==> src/rtl/uirq_pkg.sv <==
package uirq_pkg;
  localparam int IID_W    = 8;
  localparam int IID_RX   = 0;
  localparam int IID_TX   = 1;
  localparam int IID_TXST = 5;
  localparam int IID_LINE = 6;
  localparam int IID_EOF  = 7;

  typedef struct packed {
    logic setUnd;
    logic clrUnd;
    logic setDone;
    logic clrDone;
    logic setLine;
    logic clrLine;
    logic setEof;
    logic clrEof;
    logic setWake;
    logic clrWake;
  } uirqStrobe_t;

  typedef struct packed {
    logic rxThr;
    logic txThr;
    logic txUnd;
    logic txDone;
    logic line;
    logic eof;
    logic wake;
  } uirqFlags_t;
endpackage

==> src/rtl/uirq_datapath.sv <==
module uirq_datapath
  import uirq_pkg::*;
#(
  parameter int CNT_W = 7,
  parameter int GRAN  = 4,
  parameter int LVL0  = 8,
  parameter int LVL1  = 16,
  parameter int LVL2  = 32,
  parameter int LVL3  = 56
) (
  input  logic             clk,
  input  logic             rstN,
  input  logic             fifoEn,
  input  logic [1:0]       rxSelCode,
  input  logic [1:0]       txSelCode,
  input  logic [3:0]       rxTrigField,
  input  logic [3:0]       txTrigField,
  input  logic             flowEn,
  input  logic [3:0]       flowTrigField,
  input  logic [CNT_W-1:0] rxLevel,
  input  logic [CNT_W-1:0] txLevel,
  input  logic             wakeEn,
  input  logic             statFifoEmpty,
  input  logic             resumeRead,
  input  logic             iidRead,
  input  uirqStrobe_t      strobe,
  output uirqFlags_t       flags,
  output logic             cfgErr
);
  localparam int NCH = 2;

  function automatic logic [CNT_W-1:0] pickTrig(input logic [3:0] fld, input logic [1:0] sel);
    int v;
    if (fld != 4'd0) v = int'(fld) * GRAN;
    else begin
      case (sel)
        2'd0:    v = LVL0;
        2'd1:    v = LVL1;
        2'd2:    v = LVL2;
        default: v = LVL3;
      endcase
    end
    return CNT_W'(v);
  endfunction

  logic [CNT_W-1:0] trigArr [NCH];

  for (genvar ch = 0; ch < NCH; ch++) begin : g_trig
    logic [3:0] fld;
    logic [1:0] sel;
    assign fld = (ch == 0) ? rxTrigField : txTrigField;
    assign sel = (ch == 0) ? rxSelCode : txSelCode;
    assign trigArr[ch] = pickTrig(fld, sel);
  end

  logic rxHit, txHit, cfgNext;
  assign rxHit = fifoEn && (rxLevel >= trigArr[0]);
  assign txHit = fifoEn && (txLevel <= trigArr[1]);

  always_comb begin
    cfgNext = flowEn && ((int'(flowTrigField) * GRAN) < int'(trigArr[0]));
  end

  always_ff @(posedge clk or negedge rstN) begin
    if (!rstN) begin
      flags  <= '0;
      cfgErr <= 1'b0;
    end else begin
      flags.rxThr  <= rxHit;
      flags.txThr  <= txHit;
      flags.txUnd  <= strobe.setUnd  | (flags.txUnd  & ~strobe.clrUnd);
      flags.txDone <= strobe.setDone | (flags.txDone & ~strobe.clrDone);
      flags.line   <= strobe.setLine | (flags.line   & ~strobe.clrLine);
      flags.eof    <= strobe.setEof  | (flags.eof    & ~strobe.clrEof);
      flags.wake   <= ~strobe.clrWake & (strobe.setWake | flags.wake);
      cfgErr       <= cfgNext;
    end
  end

  AST_RX_OFF_IDLE: assert property (@(posedge clk) disable iff (!rstN)
    !fifoEn |=> !flags.rxThr);
  AST_DONE_KEEPS: assert property (@(posedge clk) disable iff (!rstN)
    (flags.txDone && resumeRead && !iidRead) |=> flags.txDone);
  AST_LINE_HOLDS: assert property (@(posedge clk) disable iff (!rstN)
    (flags.line && !statFifoEmpty) |=> flags.line);
  AST_WAKE_DROP: assert property (@(posedge clk) disable iff (!rstN)
    !wakeEn |=> !flags.wake);
  AST_CFG_QUIET: assert property (@(posedge clk) disable iff (!rstN)
    !flowEn |=> !cfgErr);
endmodule

==> src/rtl/uirq_control.sv <==
module uirq_control
  import uirq_pkg::*;
(
  input  logic             clk,
  input  logic             rstN,
  input  logic             ieRxThr,
  input  logic             ieTxThr,
  input  logic             ieTxStat,
  input  logic             ieLineStat,
  input  logic             ieRxEof,
  input  logic             txUnderrunEvt,
  input  logic             txDoneEvt,
  input  logic             statErrPush,
  input  logic             statFifoEmpty,
  input  logic             rxEofEvt,
  input  logic             resumeRead,
  input  logic             iidRead,
  input  logic             wakeEn,
  input  logic             activityPulse,
  input  uirqFlags_t       flags,
  output uirqStrobe_t      strobe,
  output logic [IID_W-1:0] iidVec,
  output logic             irqN
);
  always_comb begin
    strobe         = '0;
    strobe.setUnd  = txUnderrunEvt;
    strobe.clrUnd  = resumeRead | iidRead;
    strobe.setDone = txDoneEvt;
    strobe.clrDone = iidRead;
    strobe.setLine = statErrPush;
    strobe.clrLine = statFifoEmpty;
    strobe.setEof  = rxEofEvt;
    strobe.clrEof  = iidRead;
    strobe.setWake = wakeEn & activityPulse;
    strobe.clrWake = ~wakeEn;
  end

  logic onRx, onTx, onTxSt, onLine, onEof;
  assign onRx   = ieRxThr    & flags.rxThr;
  assign onTx   = ieTxThr    & flags.txThr;
  assign onTxSt = ieTxStat   & (flags.txUnd | flags.txDone);
  assign onLine = ieLineStat & flags.line;
  assign onEof  = ieRxEof    & flags.eof;

  always_comb begin
    iidVec = '0;
    if (onLine)      iidVec[IID_LINE] = 1'b1;
    else if (onRx)   iidVec[IID_RX]   = 1'b1;
    else if (onEof)  iidVec[IID_EOF]  = 1'b1;
    else if (onTxSt) iidVec[IID_TXST] = 1'b1;
    else if (onTx)   iidVec[IID_TX]   = 1'b1;
  end

  assign irqN = ~(onRx | onTx | onTxSt | onLine | onEof | flags.wake);

  AST_IID_ONEHOT: assert property (@(posedge clk) disable iff (!rstN)
    $onehot0(iidVec));
  AST_LINE_FIRST: assert property (@(posedge clk) disable iff (!rstN)
    (flags.line && ieLineStat) |-> iidVec[IID_LINE]);
  AST_WAKE_IRQ: assert property (@(posedge clk) disable iff (!rstN)
    flags.wake |-> !irqN);
  AST_IID_IRQ: assert property (@(posedge clk) disable iff (!rstN)
    (iidVec != '0) |-> !irqN);
endmodule

==> src/rtl/uart_fifo_irq_ctrl.sv <==
module uart_fifo_irq_ctrl
  import uirq_pkg::*;
#(
  parameter int CNT_W = 7,
  parameter int GRAN  = 4,
  parameter int LVL0  = 8,
  parameter int LVL1  = 16,
  parameter int LVL2  = 32,
  parameter int LVL3  = 56
) (
  input  logic             clk,
  input  logic             rstN,
  input  logic             fifoEn,
  input  logic [1:0]       rxSelCode,
  input  logic [1:0]       txSelCode,
  input  logic [3:0]       rxTrigField,
  input  logic [3:0]       txTrigField,
  input  logic             flowEn,
  input  logic [3:0]       flowTrigField,
  input  logic             ieRxThr,
  input  logic             ieTxThr,
  input  logic             ieTxStat,
  input  logic             ieLineStat,
  input  logic             ieRxEof,
  input  logic [CNT_W-1:0] rxLevel,
  input  logic [CNT_W-1:0] txLevel,
  input  logic             txUnderrunEvt,
  input  logic             txDoneEvt,
  input  logic             statErrPush,
  input  logic             statFifoEmpty,
  input  logic             rxEofEvt,
  input  logic             resumeRead,
  input  logic             iidRead,
  input  logic             wakeEn,
  input  logic             activityPulse,
  output logic             irqN,
  output logic [7:0]       iidVec,
  output logic             wakePend,
  output logic             cfgErr
);
  uirqStrobe_t strobe;
  uirqFlags_t  flags;

  uirq_datapath #(
    .CNT_W(CNT_W), .GRAN(GRAN), .LVL0(LVL0), .LVL1(LVL1), .LVL2(LVL2), .LVL3(LVL3)
  ) u_dp (
    .clk(clk), .rstN(rstN), .fifoEn(fifoEn),
    .rxSelCode(rxSelCode), .txSelCode(txSelCode),
    .rxTrigField(rxTrigField), .txTrigField(txTrigField),
    .flowEn(flowEn), .flowTrigField(flowTrigField),
    .rxLevel(rxLevel), .txLevel(txLevel),
    .wakeEn(wakeEn), .statFifoEmpty(statFifoEmpty),
    .resumeRead(resumeRead), .iidRead(iidRead),
    .strobe(strobe), .flags(flags), .cfgErr(cfgErr)
  );

  uirq_control u_ctl (
    .clk(clk), .rstN(rstN),
    .ieRxThr(ieRxThr), .ieTxThr(ieTxThr), .ieTxStat(ieTxStat),
    .ieLineStat(ieLineStat), .ieRxEof(ieRxEof),
    .txUnderrunEvt(txUnderrunEvt), .txDoneEvt(txDoneEvt),
    .statErrPush(statErrPush), .statFifoEmpty(statFifoEmpty),
    .rxEofEvt(rxEofEvt), .resumeRead(resumeRead), .iidRead(iidRead),
    .wakeEn(wakeEn), .activityPulse(activityPulse),
    .flags(flags), .strobe(strobe), .iidVec(iidVec), .irqN(irqN)
  );

  assign wakePend = flags.wake;
endmodule

==> config.mk <==
export PLATFORM = sky130hd
export DESIGN_NAME = uart_fifo_irq_ctrl
export DESIGN_NICKNAME = d
export VERILOG_FILES = /design/src/rtl/uirq_pkg.sv /design/src/rtl/uirq_datapath.sv /design/src/rtl/uirq_control.sv /design/src/rtl/uart_fifo_irq_ctrl.sv
export SDC_FILE = /design/constraint.sdc
export NUM_CORES = 1
export LEC_CHECK = 0
export ABC_CLOCK_PERIOD_IN_PS = 1600
export BUFFER_PORTS_ARGS = -buffer_cell sky130_fd_sc_hd__buf_2
export CAP_MARGIN = 15
export CORE_UTILIZATION = 42
export DETAILED_ROUTE_END_ITERATION = 6
export GPL_ROUTABILITY_DRIVEN = 0
export PLACE_DENSITY = 0.86
export SLEW_MARGIN = 25
export SYNTH_ARGS = -nofsm -noshare
export SYNTH_HDL_FRONTEND = slang
export SYNTH_SLANG_ARGS = --single-unit
==> constraint.sdc <==
create_clock -name clk -period 1.6 [get_ports clk]
set_clock_uncertainty 0.1 [all_clocks]
set_input_delay 0.08 -clock clk [delete_from_list [all_inputs] [get_ports clk]]
set_output_delay 0.08 -clock clk [all_outputs]
set_load 0.05 [all_outputs]
==> results of run 1 <==
==> area by class of cell <==
type,instances,share of cell area [%]
Inverter,10,3.47
Sequential cell,8,14.6
Timing Repair Buffer,74,34.9
Tap cell,25,2.28
Multi-Input combinational cell,71,43.2
Clock buffer,3,1.64
==> worst max-delay path by stage <==
stage	depth (start not counted)	endpoint	slack [ns]	start
6_report	5	irqN	-0.07	u_dp.flags[2]
5_1_grt	9	u_dp.flags[6]	-0.12	rxSelCode[1]
4_1_cts	5	irqN	-0.1	u_dp.flags[2]
3_5_place_dp	10	u_dp.flags[6]	-0.42	rxSelCode[0]
3_3_place_gp	10	u_dp.flags[6]	-0.33	rxSelCode[0]
2_1_floorplan	9	u_dp.flags[6]	-0.13	rxSelCode[0]
==> state kept, by name, indices dropped and copies added (netlist names) <==
register,flops
u_dp.flags,7
u_dp.cfgErr,1
==> critical path, cell delays in order, from the launching register on <==
cell      delay, ns
dfrtp_1        0.37
and2_4         0.14
nand2b_4       0.14
nand3b_1       0.20
nor3b_2        0.21
buf_6          0.18
==> routing by layer <==
layer / vias up / routed length, um
met1: 410 / 822
met2: 37 / 1160
li1: 464 / -
met5: - / 0
met4: 0 / 15
met3: 2 / 129
==> power breakdown <==
group | total (mW) | switching [mW] | internal (mW)
registers | 0.226 | 0.00768 | 0.218
clock network | 0.152 | 0.0658 | 0.0857
logic | 0.340 | 0.177 | 0.163
total | 0.717 | 0.250 | 0.467
==> cell families after synthesis <==
group,after synthesis,synth area share (%)
flip-flops,8,25.5
AND/OR/NAND/NOR,37,25.2
AO/OA/AOI/OAI,15,13.2
other,1,0.478
buffers and inverters,16,10.2
adder cells (fa/ha/maj),16,25.4
==> synthesized netlist by cell type <==
cell type	number	area share (%)
ha_1	15	24
inv_1	10	4.8
nand4_1	1	0.80
and2_1	1	0.80
nand3b_1	1	0.96
o21ai_0	2	1.3
nor4b_1	2	2.2
conb_1	1	0.48
and3b_1	1	1.1
dlygate4sd1_1	1	1.1
o2111ai_1	1	1.1
nor3_1	1	0.64
nor2_1	14	6.7
buf_4	4	3.8
nand2b_1	3	2.4
a21oi_2	1	1.1
nand2_1	4	1.9
a211o_1	1	1.1
or2_2	1	0.80
dfrtp_1	8	26
a21o_1	5	4.8
o21a_1	1	0.96
nor4_1	3	2.4
clkbuf_1	1	0.48
nor3b_1	2	1.9
a21oi_1	2	1.3
nor4bb_1	1	1.3
o22ai_1	2	1.6
nand3_1	2	1.3
maj3_2	1	1.4
==> metrics by stage <==
stage / area, um^2 / setup WS (ns) / power (mW) / std cells
after floorplan: 837 / -0.127 / 0.404 / 95
after global placement: 1150 / -0.334 / 0.505 / 176
after detailed placement: 1150 / -0.418 / 0.520 / 176
after CTS: 1310 / -0.0963 / 0.703 / 190
after global routing: 1370 / -0.122 / 0.765 / 191
final: 1370 / -0.0728 / 0.717 / 191
==> timing repair <==
| action | 4_1_cts | 5_1_grt |
|---|---|---|
| endpoints found under the setup margin | 3 | 4 |
| hold buffers | 10 | 0 |
| hold endpoints to repair | 15 | 0 |
| resized for setup | 9 | 13 |
| buffers inserted | 1 | 1 |
| pin swaps | 5 | 10 |
==> results.md, run 1 <==
- DRC Markers: 0
- Met2 usage: 47.2%
- Initial antenna violation count: 0
- Clock Latency Late Sink: 0.24 ns
- Num CTS Buffers: 3
- FP Rows: 15
- Worst EP arrival: 1.49 ns
- Clk sinks: 8
- Setup ws final: -0.0728 ns
- Max Fanout on Critical Path: 3
- Setup crit start kind: flip-flop
- Area growth, synth to finish: 74.8%
- Via density: 4.78
- Reg2reg path depth: 2
- GR Overflow Total: 0
- Core ar.: 1750 um^2
- Placed wire-length estimate: 1.76 mm
- Final core utilization: 78.6%
- Fill count: 124
- Sequential cell area: 200 um^2
- WL per Instance: 11.1 um
- Worst vdd ir: 307 uV
- I/O pins: 59
- Synth Area per Inst: 8.44 um^2
- Max-Cap Viols: 0
- RSZ-0062 raised after global routing: yes
- Status: finished, violations left
- Overall Global Routing Usage: 22.2%
- Routed wire length: 2.12 mm
- Setup Crit Path Kind: reg2out
- Via count: 913
- Synthesized area: 785 um^2
- Die height: 45.2 um
- Share of cells above drive strength 1: 50.6%
- Synth Register Bits: 8
- Chip Width: 45.2 um
- Setup violators final: 3
- Commonest non-fill, non-tap cells in the layout: buf_2, nor2_1, ha_1
- Buffers on Ports: 55
- Power per Cell Area: 523 nW/um^2
- Leak: 0.747 nW
- Setup TNS: -0.137 ns
- Hold Path Origin: statFifoEmpty
- Gate Count Post-Synth: 93
- Count of unique library cells instantiated by Yosys: 30
- DRT Pass-1 Iters: 4
- CTS clk-pin slew, worst paths: 0.06 ns
- Most common cell after layout, fill and taps aside: buf_2
- Fin nets: 231
- Clk root buf: clkbuf_4
- Worst r2r src: u_dp.flags[0]
- GR met1 Demand/Resource: 21.3%
- Hold EP: u_dp.flags[2]
- Antenna viol nets, final: 0
- Worst path required time: 1.42 ns
- N_diodes: 0
- Flop-to-flop setup slack: 0.25 ns
- Vias in the first global route: 908
- Min-Delay Path Depth: 3
- Crit path time final: 1.67 ns
- CTS H-tree depth: 1
- Final Hold Viols: 0
- Hold_ws: 0.00658 ns
- Seq/Total Area, Yosys: 25.5%
- DRT iter0 DRCs: 6
- TritonCTS clock tree: yes
- Initial Util: 44.9%
- Die area: 2040 um^2
- Max Buffers Root-to-Sink: 2
- Violated checks: setup timing
- Period Utilization, post-route: 105%
- Worst Hold Class: in2reg
- Crit Reg-Reg Endpoint: u_dp.flags[0]
- Largest net degree at the start of global routing: 9
- Max frequency: 598 MHz
- Final max-slew violation count: 0
- Grt peak-use layer: met2
- Met3 usage: 4.40%
- First-pass GRT wire length: 3.33 mm
- Multi-input gate area: 592 um^2
- Yosys warning count: 0
- CP endpoint kind: output port
Note: power is estimated with default switching activity, not from simulation.
==> inputs of run 2 (changes only) <==
PLACE_DENSITY = 0.83   (was 0.86)
==> run 2 against run 1 <==
Compared with the run above:
- the run still ends with setup timing left
- cell count increased by 2.6%
- sequential power about the same
- sequential share of layout area decreased by 0.53 points
- largest cell class unchanged
- highest routed layer unchanged
==> results.md, run 2 (synthesis results as in run 1) <==
- Clock Latency Late Sink: 0.25 ns
- Power per Cell Area: 524 nW/um^2
- Worst Setup EP: irqN
- Max Buffers Root-to-Sink: 2
- Setup crit start kind: flip-flop
- DRC Markers: 0
- Reg with most FFs: u_dp.flags
- Period Utilization, post-route: 107%
- N_diodes: 0
- Multi-input gate area: 601 um^2
- Antenna viol nets, final: 0
- RSZ-0062 raised after global routing: yes
- GR Overflow Total: 0
- Status: finished, violations left
- Leak: 0.772 nW
- CP endpoint kind: output port
- CP startpoint: u_dp.flags[2]
- Worst r2r src: u_dp.flags[2]
- Gate power share: 48.7%
- Sequential power share: 30.4%
- CTS H-tree depth: 1
- Final max-slew violation count: 0
- Reg2reg path depth: 4
- Int Power: 0.479 mW
- Share of cells above drive strength 1: 50.3%
- Num CTS Buffers: 3
- Max-Cap Viols: 0
- Sw frac: 35.7%
- Most common cell after layout, fill and taps aside: buf_2
- Placed wire-length estimate: 1.78 mm
- DRT Pass-1 Iters: 4
- Routed wire length: 2.59 mm
- Final core utilization: 81.5%
- Flop-to-flop setup slack: 0.04 ns
- Overall Global Routing Usage: 25.5%
- Setup Crit Path Kind: reg2out
- DRT iter0 DRCs: 12
- Core ar.: 1750 um^2
- Chip Width: 45.2 um
- Clk root buf: clkbuf_4
- Initial antenna violation count: 0
- TritonCTS clock tree: yes
- Biggest regs: u_dp.flags: 7 flops, u_dp.cfgErr: 1 flops
- Worst path required time: 1.42 ns
- FP Rows: 15
- Buffers on Ports: 55
- Switch Pwr: 0.267 mW
- I/O pins: 59
- Clock share of power: 20.9%
- Initial Util: 44.9%
- Worst Hold Class: in2reg
- Area growth, synth to finish: 81.3%
- Worst EP arrival: 1.52 ns
- Setup TNS: -0.165 ns
- Sequential cell area: 200 um^2
- Vias in the first global route: 997
- WL per Instance: 13.2 um
- Die height: 45.2 um
- Hold_ws: 0.00843 ns
- Worst vdd ir: 324 uV
- Via density: 4.97
- Commonest non-fill, non-tap cells in the layout: buf_2, ha_1, buf_4
- Setup violators final: 4
- First-pass GRT wire length: 3.79 mm
- Fin nets: 236
- Clk sinks: 8
- Setup ws final: -0.105 ns
- Final Hold Viols: 0
- CTS clk-pin slew, worst paths: 0.06 ns
- Crit path time final: 1.70 ns
- Die area: 2040 um^2
- Crit Reg-Reg Endpoint: u_dp.flags[2]
- Fill count: 112
- Largest net degree at the start of global routing: 9
- Max Fanout on Critical Path: 2
- Via count: 975
- Violated checks: setup timing
- Max FFs per register: 7
- Max frequency: 587 MHz
run 2: cell count changes in the layout (fill, tap and decap cells not counted), sizes merged:
cell and change:
buf +3, dlygate4sd3 +2
run 2: worst min path at each step:
stage	startpoint	endpoint	slack, ns	depth (start not counted)
floorplan	rstN	u_dp.cfgErr	-0.32	0
global placement	rstN	u_dp.flags[2]	-0.17	1
detailed placement	rstN	u_dp.flags[2]	-0.17	1
CTS	fifoEn	u_dp.flags[6]	0.009	3
global route	fifoEn	u_dp.flags[6]	0.02	3
finish	fifoEn	u_dp.flags[6]	0.008	3
run 2: metrics by stage:
stage	setup WS [ns]	cells	power, mW	cell area (um^2)
finish	-0.105	196	0.746	1420
global route	-0.138	196	0.787	1420
CTS	-0.122	195	0.720	1360
detailed placement	-0.403	176	0.519	1150
global placement	-0.334	176	0.505	1150
floorplan	-0.127	95	0.404	837
run 2: final cells by class:
class                   count  area share (%)
repair buffers             79            36.8
well taps                  25            2.20
multi-input cells          71            42.2
flip-flops and latches      8            14.1
inverters                  10            3.17
clock buffers               3            1.58
run 2: layer usage:
layer	routed length, um	up-vias	GRT usage (%)
met5	0	-	0
met4	64	0	10.9
met3	146	11	5.60
met2	1470	41	53.6
met1	904	453	22.1
li1	-	470	-
run 2: worst max-delay path, cell delays in order (launching register included):
cell and delay (ns):
dfrtp_1 0.38, and2_4 0.14, nand2b_4 0.13, nand3b_1 0.20, nor3b_2 0.23, buf_6 0.19
run 2: repair_timing:
action / 4_1_cts / 5_1_grt
pin swaps: 5 / 6
hold buffers: 12 / 0
gates resized for setup: 10 / 13
buffers inserted: 4 / 1
endpoints found under the hold margin: 16 / 0
setup endpoints to repair: 4 / 7
run 2: power by group through the flow:
stage / combinational (mW) / clock, mW / sequential [mW]
after floorplan: 0.163 / 0 / 0.241
after global placement: 0.276 / 0 / 0.229
after detailed placement: 0.290 / 0 / 0.230
after CTS: 0.337 / 0.157 / 0.226
after global routing: 0.394 / 0.166 / 0.227
final: 0.364 / 0.156 / 0.227
